[src/rtl/unpack_pkg.sv]
package unpack_pkg;

  // Strobes from the control to the datapath for one clock edge.
  typedef struct packed {
    logic take;  // a granted request removes needCount samples
    logic push;  // a stream beat is appended behind the buffered samples
  } unpackStrobe_t;

endpackage

[src/rtl/unpack_ctrl.sv]
module unpack_ctrl
  import unpack_pkg::*;
#(
  parameter int NUM_CH = 4,
  localparam int DEPTH = 2 * NUM_CH,
  localparam int CW = $clog2(DEPTH + 1)
) (
  input  logic              clk,
  input  logic              rstN,
  input  logic [NUM_CH-1:0] chanEnable,
  input  logic              sTvalid,
  output logic              sTready,
  input  logic              rdReq,
  output logic              rdValid,
  output logic              rdUnderflow,
  output unpackStrobe_t     strobe,
  output logic [CW-1:0]     fillCount,
  output logic [CW-1:0]     needCount
);

  localparam logic [CW-1:0] BEAT = CW'(NUM_CH);

  logic grant;
  logic [CW-1:0] fillNext;

  assign needCount = CW'($countones(chanEnable));
  // Room for one whole beat.
  assign sTready = (fillCount <= BEAT);
  assign grant = rdReq && (fillCount >= needCount);

  always_comb begin
    strobe.take = grant;
    strobe.push = sTvalid && sTready;
    fillNext = fillCount;
    if (strobe.take) fillNext = fillNext - needCount;
    if (strobe.push) fillNext = fillNext + BEAT;
  end

  always_ff @(posedge clk or negedge rstN) begin
    if (!rstN) begin
      fillCount   <= '0;
      rdValid     <= 1'b0;
      rdUnderflow <= 1'b0;
    end else begin
      fillCount   <= fillNext;
      rdValid     <= grant;
      rdUnderflow <= rdReq && !grant;
    end
  end

  assert_no_overflow_R3: assert property (@(posedge clk) disable iff (!rstN)
    fillCount <= CW'(DEPTH));

  assert_flags_exclusive_R7: assert property (@(posedge clk) disable iff (!rstN)
    !(rdValid && rdUnderflow));

  assert_no_flag_without_req_R7: assert property (@(posedge clk) disable iff (!rstN)
    !rdReq |=> (!rdValid && !rdUnderflow));

  assert_underflow_keeps_samples_R6: assert property (@(posedge clk) disable iff (!rstN)
    rdUnderflow |-> (fillCount >= $past(fillCount)));

  assert_exact_consumption_R8: assert property (@(posedge clk) disable iff (!rstN)
    rdValid |-> (({1'b0, fillCount} + {1'b0, $past(needCount)}) ==
                 ({1'b0, $past(fillCount)} + ($past(strobe.push) ? {1'b0, BEAT} : '0))));

endmodule

[src/rtl/unpack_datapath.sv]
module unpack_datapath
  import unpack_pkg::*;
#(
  parameter int NUM_CH = 4,
  parameter int SAMPLE_W = 8,
  localparam int DEPTH = 2 * NUM_CH,
  localparam int IW = $clog2(DEPTH),
  localparam int CW = $clog2(DEPTH + 1),
  localparam int LW = $clog2(NUM_CH)
) (
  input  logic                         clk,
  input  logic [NUM_CH-1:0]            chanEnable,
  input  unpackStrobe_t                strobe,
  input  logic [CW-1:0]                fillCount,
  input  logic [CW-1:0]                needCount,
  input  logic [NUM_CH*SAMPLE_W-1:0]   sTdata,
  output logic [NUM_CH*SAMPLE_W-1:0]   rdData
);

  logic [SAMPLE_W-1:0] store    [DEPTH];
  logic [SAMPLE_W-1:0] storeNxt [DEPTH];
  logic [SAMPLE_W-1:0] beatLane [NUM_CH];
  logic [SAMPLE_W-1:0] chanReg  [NUM_CH];
  logic [IW-1:0]       rank     [NUM_CH];
  logic [CW:0]         takeAmt;

  assign takeAmt = strobe.take ? {1'b0, needCount} : '0;

  // Offset of each channel's sample: enabled channels below it.
  always_comb begin : rankCalc
    logic [IW-1:0] acc;
    acc = '0;
    for (int c = 0; c < NUM_CH; c++) begin
      rank[c] = acc;
      acc = acc + IW'(chanEnable[c]);
    end
  end

  genvar g;
  generate
    for (g = 0; g < NUM_CH; g++) begin : genLane
      assign beatLane[g] = sTdata[g*SAMPLE_W +: SAMPLE_W];

      always_ff @(posedge clk) begin
        if (strobe.take) chanReg[g] <= store[rank[g]];
      end

      assign rdData[g*SAMPLE_W +: SAMPLE_W] = chanReg[g];
    end

    // Each entry shifts down by the consumed amount and is refilled from the beat.
    for (g = 0; g < DEPTH; g++) begin : genEntry
      logic [CW:0] srcIdx;
      logic [CW:0] laneOff;

      always_comb begin
        srcIdx  = (CW+1)'(g) + takeAmt;
        laneOff = srcIdx - {1'b0, fillCount};
        if (srcIdx < {1'b0, fillCount})
          storeNxt[g] = store[srcIdx[IW-1:0]];
        else if (strobe.push && (laneOff < (CW+1)'(NUM_CH)))
          storeNxt[g] = beatLane[laneOff[LW-1:0]];
        else
          storeNxt[g] = store[g];
      end

      always_ff @(posedge clk) store[g] <= storeNxt[g];
    end
  endgenerate

endmodule

[src/rtl/sample_unpacker.sv]
module sample_unpacker
  import unpack_pkg::*;
#(
  parameter int NUM_CH = 4,
  parameter int SAMPLE_W = 8
) (
  input  logic                       clk,
  input  logic                       rstN,
  input  logic [NUM_CH-1:0]          chanEnable,
  input  logic                       sTvalid,
  output logic                       sTready,
  input  logic [NUM_CH*SAMPLE_W-1:0] sTdata,
  input  logic                       rdReq,
  output logic                       rdValid,
  output logic                       rdUnderflow,
  output logic [NUM_CH*SAMPLE_W-1:0] rdData
);

  localparam int CW = $clog2(2 * NUM_CH + 1);

  unpackStrobe_t strobe;
  logic [CW-1:0] fillCount;
  logic [CW-1:0] needCount;

  unpack_ctrl #(.NUM_CH(NUM_CH)) u_ctrl (
    .clk         (clk),
    .rstN        (rstN),
    .chanEnable  (chanEnable),
    .sTvalid     (sTvalid),
    .sTready     (sTready),
    .rdReq       (rdReq),
    .rdValid     (rdValid),
    .rdUnderflow (rdUnderflow),
    .strobe      (strobe),
    .fillCount   (fillCount),
    .needCount   (needCount)
  );

  unpack_datapath #(.NUM_CH(NUM_CH), .SAMPLE_W(SAMPLE_W)) u_datapath (
    .clk        (clk),
    .chanEnable (chanEnable),
    .strobe     (strobe),
    .fillCount  (fillCount),
    .needCount  (needCount),
    .sTdata     (sTdata),
    .rdData     (rdData)
  );

endmodule

[config.mk]
export PLATFORM = sky130hd
export DESIGN_NAME = sample_unpacker
export DESIGN_NICKNAME = d
export VERILOG_FILES = /design/src/rtl/unpack_pkg.sv /design/src/rtl/unpack_ctrl.sv /design/src/rtl/unpack_datapath.sv /design/src/rtl/sample_unpacker.sv
export SDC_FILE = /design/constraint.sdc
export NUM_CORES = 1
export LEC_CHECK = 0
export ABC_CLOCK_PERIOD_IN_PS = 5890
export BUFFER_PORTS_ARGS = -buffer_cell sky130_fd_sc_hd__buf_2
export CORE_MARGIN = 4
export CORE_UTILIZATION = 55
export CTS_CLUSTER_DIAMETER = 50
export CTS_CLUSTER_SIZE = 28
export DETAILED_ROUTE_END_ITERATION = 7
export PLACE_DENSITY = 0.82
export SLEW_MARGIN = 20
export SYNTH_ARGS = -nofsm -noshare
export SYNTH_HDL_FRONTEND = slang
export SYNTH_SLANG_ARGS = --single-unit
[constraint.sdc]
create_clock -name clk -period 5.89 [get_ports clk]
set_input_delay 0 -clock clk [delete_from_list [all_inputs] [get_ports clk]]
set_output_delay 0 -clock clk [all_outputs]
set_load 0.1 [all_outputs]
# ---- Word-level counts from Yosys, hierarchy flattened
# Memory sizes are Yosys's and may differ from the RTL's.
# Cells that the tools add are included.
# W data, S select, Z words.
dict set report word_totals {
  ff_bits 6
  ram_bits 96
  inputBits 40
  out_inout_bits 35
  wordCells 126
  n_memories 2
}
# name depth width rd rd_clocked_by_memory_dff write_ports line_no
set mem_list {}
lappend mem_list {u_datapath.store 8 8 12 0 8 unpack_datapath.sv:20} ;# logic [SAMPLE_W-1:0] store [DEPTH];
lappend mem_list {u_datapath.chanReg 4 8 4 0 4 unpack_datapath.sv:23} ;# logic [SAMPLE_W-1:0] chanReg [NUM_CH];
dict set report op_classes {
  add_sub_neg 22
  order_cmp 26
  n_eq_ne 8
  muxes 45
  n_bitwise 8
  reduce_logical 12
}
# operator n
set op_table {}
lappend op_table {{$mux W8} 32}
lappend op_table {{$bmux W8 S2} 8}
lappend op_table {{$lt A5 B3 Y1 const B} 8}
lappend op_table {{$lt A5 B4 Y1} 8}
lappend op_table {{$sub A5 B4 Y5} 8}
lappend op_table {{$ge A3 B3 Y1 const B} 8}
lappend op_table {{$not A2 Y3} 8}
lappend op_table {{$add A3 B5 Y5 const A} 4}
lappend op_table {{$ne A2 B2 Y1 const B} 8}
lappend op_table {{$mux W4} 3}
lappend op_table {{$logic_and A1 B1 Y1} 11}
lappend op_table {{$add A2 B5 Y5 const A} 2}
lappend op_table {{$add A1 B1 Y2} 3}
lappend op_table {{$add A1 B5 Y5 const A} 1}
lappend op_table {{$add A4 B3 Y4 const B} 1}
lappend op_table {{$add A4 B4 Y4} 1}
lappend op_table {{$ge A4 B4 Y1} 1}
lappend op_table {{$le A4 B3 Y1 const B} 1}
lappend op_table {{$sub A4 B4 Y4} 1}
lappend op_table {{$add A3 B1 Y3} 1}
lappend op_table {{$mux W1} 2}
lappend op_table {{$logic_not A1 Y1} 1}

# ---- Depth between registers and ports, before layout
dict set report logic_depth {
  ltp_word 13
  ltp_mapped 21
  depth_no_buf 18
}

# ---- By module
# Synthesis repeated with hierarchy kept, for this count alone.
dict set report hier_totals {
  hier_cells 1020
  area_unflattened_um2 10617.7
}
# mod instances cells_each area_each_um2 seq_area_each_um2
set by_module_without_submodules {}
lappend by_module_without_submodules {unpack_datapath 1 966 10119.7 2882.8}
lappend by_module_without_submodules {unpack_ctrl 1 54 498.0 150.1}

# ---- Worst setup path after synthesis
# Ideal clock, no wire load.
dict set report synth_timing {
  kind {in2reg}
  startpoint {in chanEnable[0]}
  endpoint {mem u_datapath.store[3][0] (enable)}
  setup_ps 376
  arrival_ps 4688
  t_required_ps 5514
  setup_slack_ps 826
  stages 20
  path_cell_list {ha_1 ha_1 ha_1 inv_1 clkbuf_1 fa_1 buf_2 a211o_1 a21oi_4 nor3_4 inv_4 clkbuf_1 ha_1 xor2_2 buf_2 ha_1 o21bai_1 a211oi_1 a31oi_1 o211ai_1}
}
# element line_no
set synth_rtl {}
lappend synth_rtl {{start, declared} sample_unpacker.sv:9} ;# input logic [NUM_CH-1:0] chanEnable,
lappend synth_rtl {{end, declared} unpack_datapath.sv:20}

==> run summary <==
Status -> finished, final reports clean
Final min period -> 5180 ps
Max Slew Vio Count -> 0
Die Span X -> 146 um
First-pass GRT wire length -> 51000 um
Cells after synthesis -> 1058
GRT overflow -> 0
CTS tree -> yes
Largest net degree at the start of global routing -> 82
Gp weighted congestion -> 0.963
CTS Buf Count -> 9
Initial core utilization -> 56.0%
Crit. End Element -> flip-flop
Post-synth top area share -> 27.4%
PortBufs -> 74
Clock Skews -> 7.02 ps
Syn Area/Cell -> 9.94 um^2
Post-synthesis adder-cell area fraction -> 4.69%
Clock tree buffer depth -> 2
Setup slack after layout -> 708 ps
Clock-pin slew on the worst setup and hold paths -> 70 ps
Yosys warns -> 0
Post-synth EDFFs -> 96
Drt via density -> 7.40
Clk_lat worst skew -> 360 ps
Vias in the first global route -> 8761
Slew margin rel. -> 29.4%
Area leader, netlist -> edfxtp_1
Final Cycle Share -> 88.0%
GRT Total Usage -> 30.0%
Post-Synth XOR/XNOR Area -> 1.24%
Mux cell area share after synthesis -> 25.0%
Synth-to-Final Area Change -> 7.02%
Predominant post-synthesis flop cell -> edfxtp_1
Hold Violations, Final -> 0
Fmax -> 193 MHz
Setup tns final -> 0 ps
Die span in y -> 146 um
Critical path launch point type -> input pin
Total Wirelength -> 33000 um
RSZ-0062 raised after global routing -> no
Worst min-delay path class -> input pin to flip-flop
Critical path peak fanout -> 15
Drt pass-1 iters -> 6
Ys async rst share -> 5.88%
Hold-fix buffers, CTS -> 3
Compound-Gate Fraction of Synth Area -> 22.6%
Clock root buffer -> clkbuf_16
Yosys cell types -> 83
Core footprint -> 0.0188 mm^2
Rows -> 50
Final instance area -> 0.0113 mm^2
DR vias -> 9632
Largest family of logic cells by synthesized area -> multiplexers
Max-cap violations -> 0
H-tree lvl count -> 3
# DRC -> 0
Worst Path Arrival -> 5180 ps
Die area -> 0.0214 mm^2
Syn nets -> 1132
CTS Sinks -> 102
WL/cell -> 25.4 um
Number of post-CTS setup repair buffers -> 0
Top post-synthesis cells by area -> edfxtp_1 (27%), mux4_2 (12%), mux2_2 (6.6%), mux2i_1 (5.0%), ha_1 (3.5%)
Detailed placer's ending HPWL -> 23500 um
Layout cell share with drive strength beyond 1 -> 25.5%
Simple-gate share of the synthesized area -> 11.5%
Slew at the pin closest to its max-slew limit -> 1060 ps
Number of diodes -> 0
Seq/Total Area, Yosys -> 28.8%
Worst setup path category -> input pin to flip-flop
Iter 0 DRT Violations -> 1714
Placed cell areas -> 0.0109 mm^2
Register bit total from synthesis -> 102
ANT nets after route -> 0
Final nets -> 1136
Pre-CTS worst setup slack -> 408 ps
Mapped cell area -> 0.0105 mm^2
IO Pins -> 75
Initial antenna violation count -> 0
Final setup fails -> 0
Filler cells -> 1570
Worst EP required -> 5890 ps
Post-CTS Resized -> 0
## synthesized netlist by cell type, types with 13 or more instances
library cell / n
a311oi_1: 14
o21ai_0: 56
buf_2: 28
nor2_1: 86
nor3_1: 24
clkbuf_1: 54
a21oi_1: 41
a31oi_1: 13
mux4_2: 55
nand2_1: 87
mux2_2: 62
a2bb2oi_1: 28
inv_1: 31
o31ai_1: 13
edfxtp_1: 96
nor4_1: 14
o22ai_1: 24
ha_1: 29
a211oi_1: 14
mux2i_1: 53
buf_1: 15
## state kept, by name, indices dropped and copies added, names as in the netlist
signal and flops:
u_ctrl.fillCount 4, u_ctrl.rdUnderflow 1, u_ctrl.rdValid 1, u_datapath.chanReg 32, u_datapath.store 64
## kinds of logic (layout without fill, tap and decap cells)
| group | count (synthesis) | after routing |
|---|---|---|
| adders and majority gates | 37 | 37 |
| AOI/OAI and AO/OA | 318 | 318 |
| muxes | 176 | 176 |
| xor gates and xnor gates | 14 | 14 |
| DFF | 102 | 102 |
| buffers and inverters | 146 | 155 |
| and+or+nand+nor | 265 | 265 |
## cells in the final DEF, fill, tap and decap left out, types with 14 or more instances in the layout
master / synthesis / layout
a211oi_1: 14 / 14
a21oi_1: 41 / 41
a2bb2oi_1: 28 / 28
a311oi_1: 14 / 14
buf_2: 28 / 74
buf_4: 4 / 27
edfxtp_1: 96 / 96
ha_1: 29 / 26
inv_1: 31 / 30
mux2_2: 62 / 62
mux2i_1: 53 / 53
mux4_2: 55 / 55
nand2_1: 87 / 87
nor2_1: 86 / 86
nor3_1: 24 / 24
nor4_1: 14 / 14
o21ai_0: 56 / 56
o22ai_1: 24 / 24
## metrics by stage
stage	utilization (%)	hold slack, ps	cells
CTS	60.0	179	1301
finish	60.0	184	1301
floorplan	-	-296	1058
global placement	58.1	-175	1282
global route	60.0	184	1301
detailed placement	58.1	-169	1282
## worst max-delay path, stage by stage
cell and delay [ps]:
buf_2 190, ha_1 670, ha_2 310, ha_4 250, inv_1 180, fa_1 550, a211oi_2 440, o21ai_2 110
nand3_1 230, ha_1 250, xor2_2 200, inv_2 160, ha_1 360, o311ai_0 180, a21boi_0 340, a31oi_1 90
o2bb2ai_1 660
## path summary, 6_finish.rpt
kind / to / depth (start not counted) / from / slack [ps]
max: u_datapath.store[7][3]$_DFFE_PP_ / 17 / chanEnable[0] / 710
min: u_datapath.chanReg[1][7]$_DFFE_PN_ / 2 / chanEnable[0] / 180
max reg2reg: u_datapath.store[7][3]$_DFFE_PP_ / 15 / u_ctrl.fillCount[0]$_DFFE_PN0N_ / 1180
min reg2reg: u_ctrl.fillCount[0]$_DFFE_PN0N_ / 2 / u_ctrl.fillCount[0]$_DFFE_PN0N_ / 690
max in group asynchronous: u_ctrl.fillCount[1]$_DFFE_PN0N_ / 3 / rstN / 5050
min in group asynchronous: u_ctrl.fillCount[2]$_DFF_PN0_ / 3 / rstN / 600
## layout make-up
class	instances	area [um^2]	area share, %
flip-flops and latches	102	3030	26.9
clock buffers	11	233	2.07
inverters	35	134	1.19
multi-input cells	810	6880	61.1
well taps	234	293	2.60
clock inverters	5	81.3	0.723
repair buffers	104	603	5.36
## layer usage
metal / global-route usage (%) / vias up / share of wire, %
li1: - / 4198 / -
met1: 43.8 / 4556 / 39
met2: 43.8 / 799 / 43
met3: 9.16 / 79 / 16
met4: 7.71 / 0 / 2.1
met5: 0 / - / 0
Power is not shown: default switching activity piles up to over one toggle a cycle in this logic, so the estimate is an artifact.
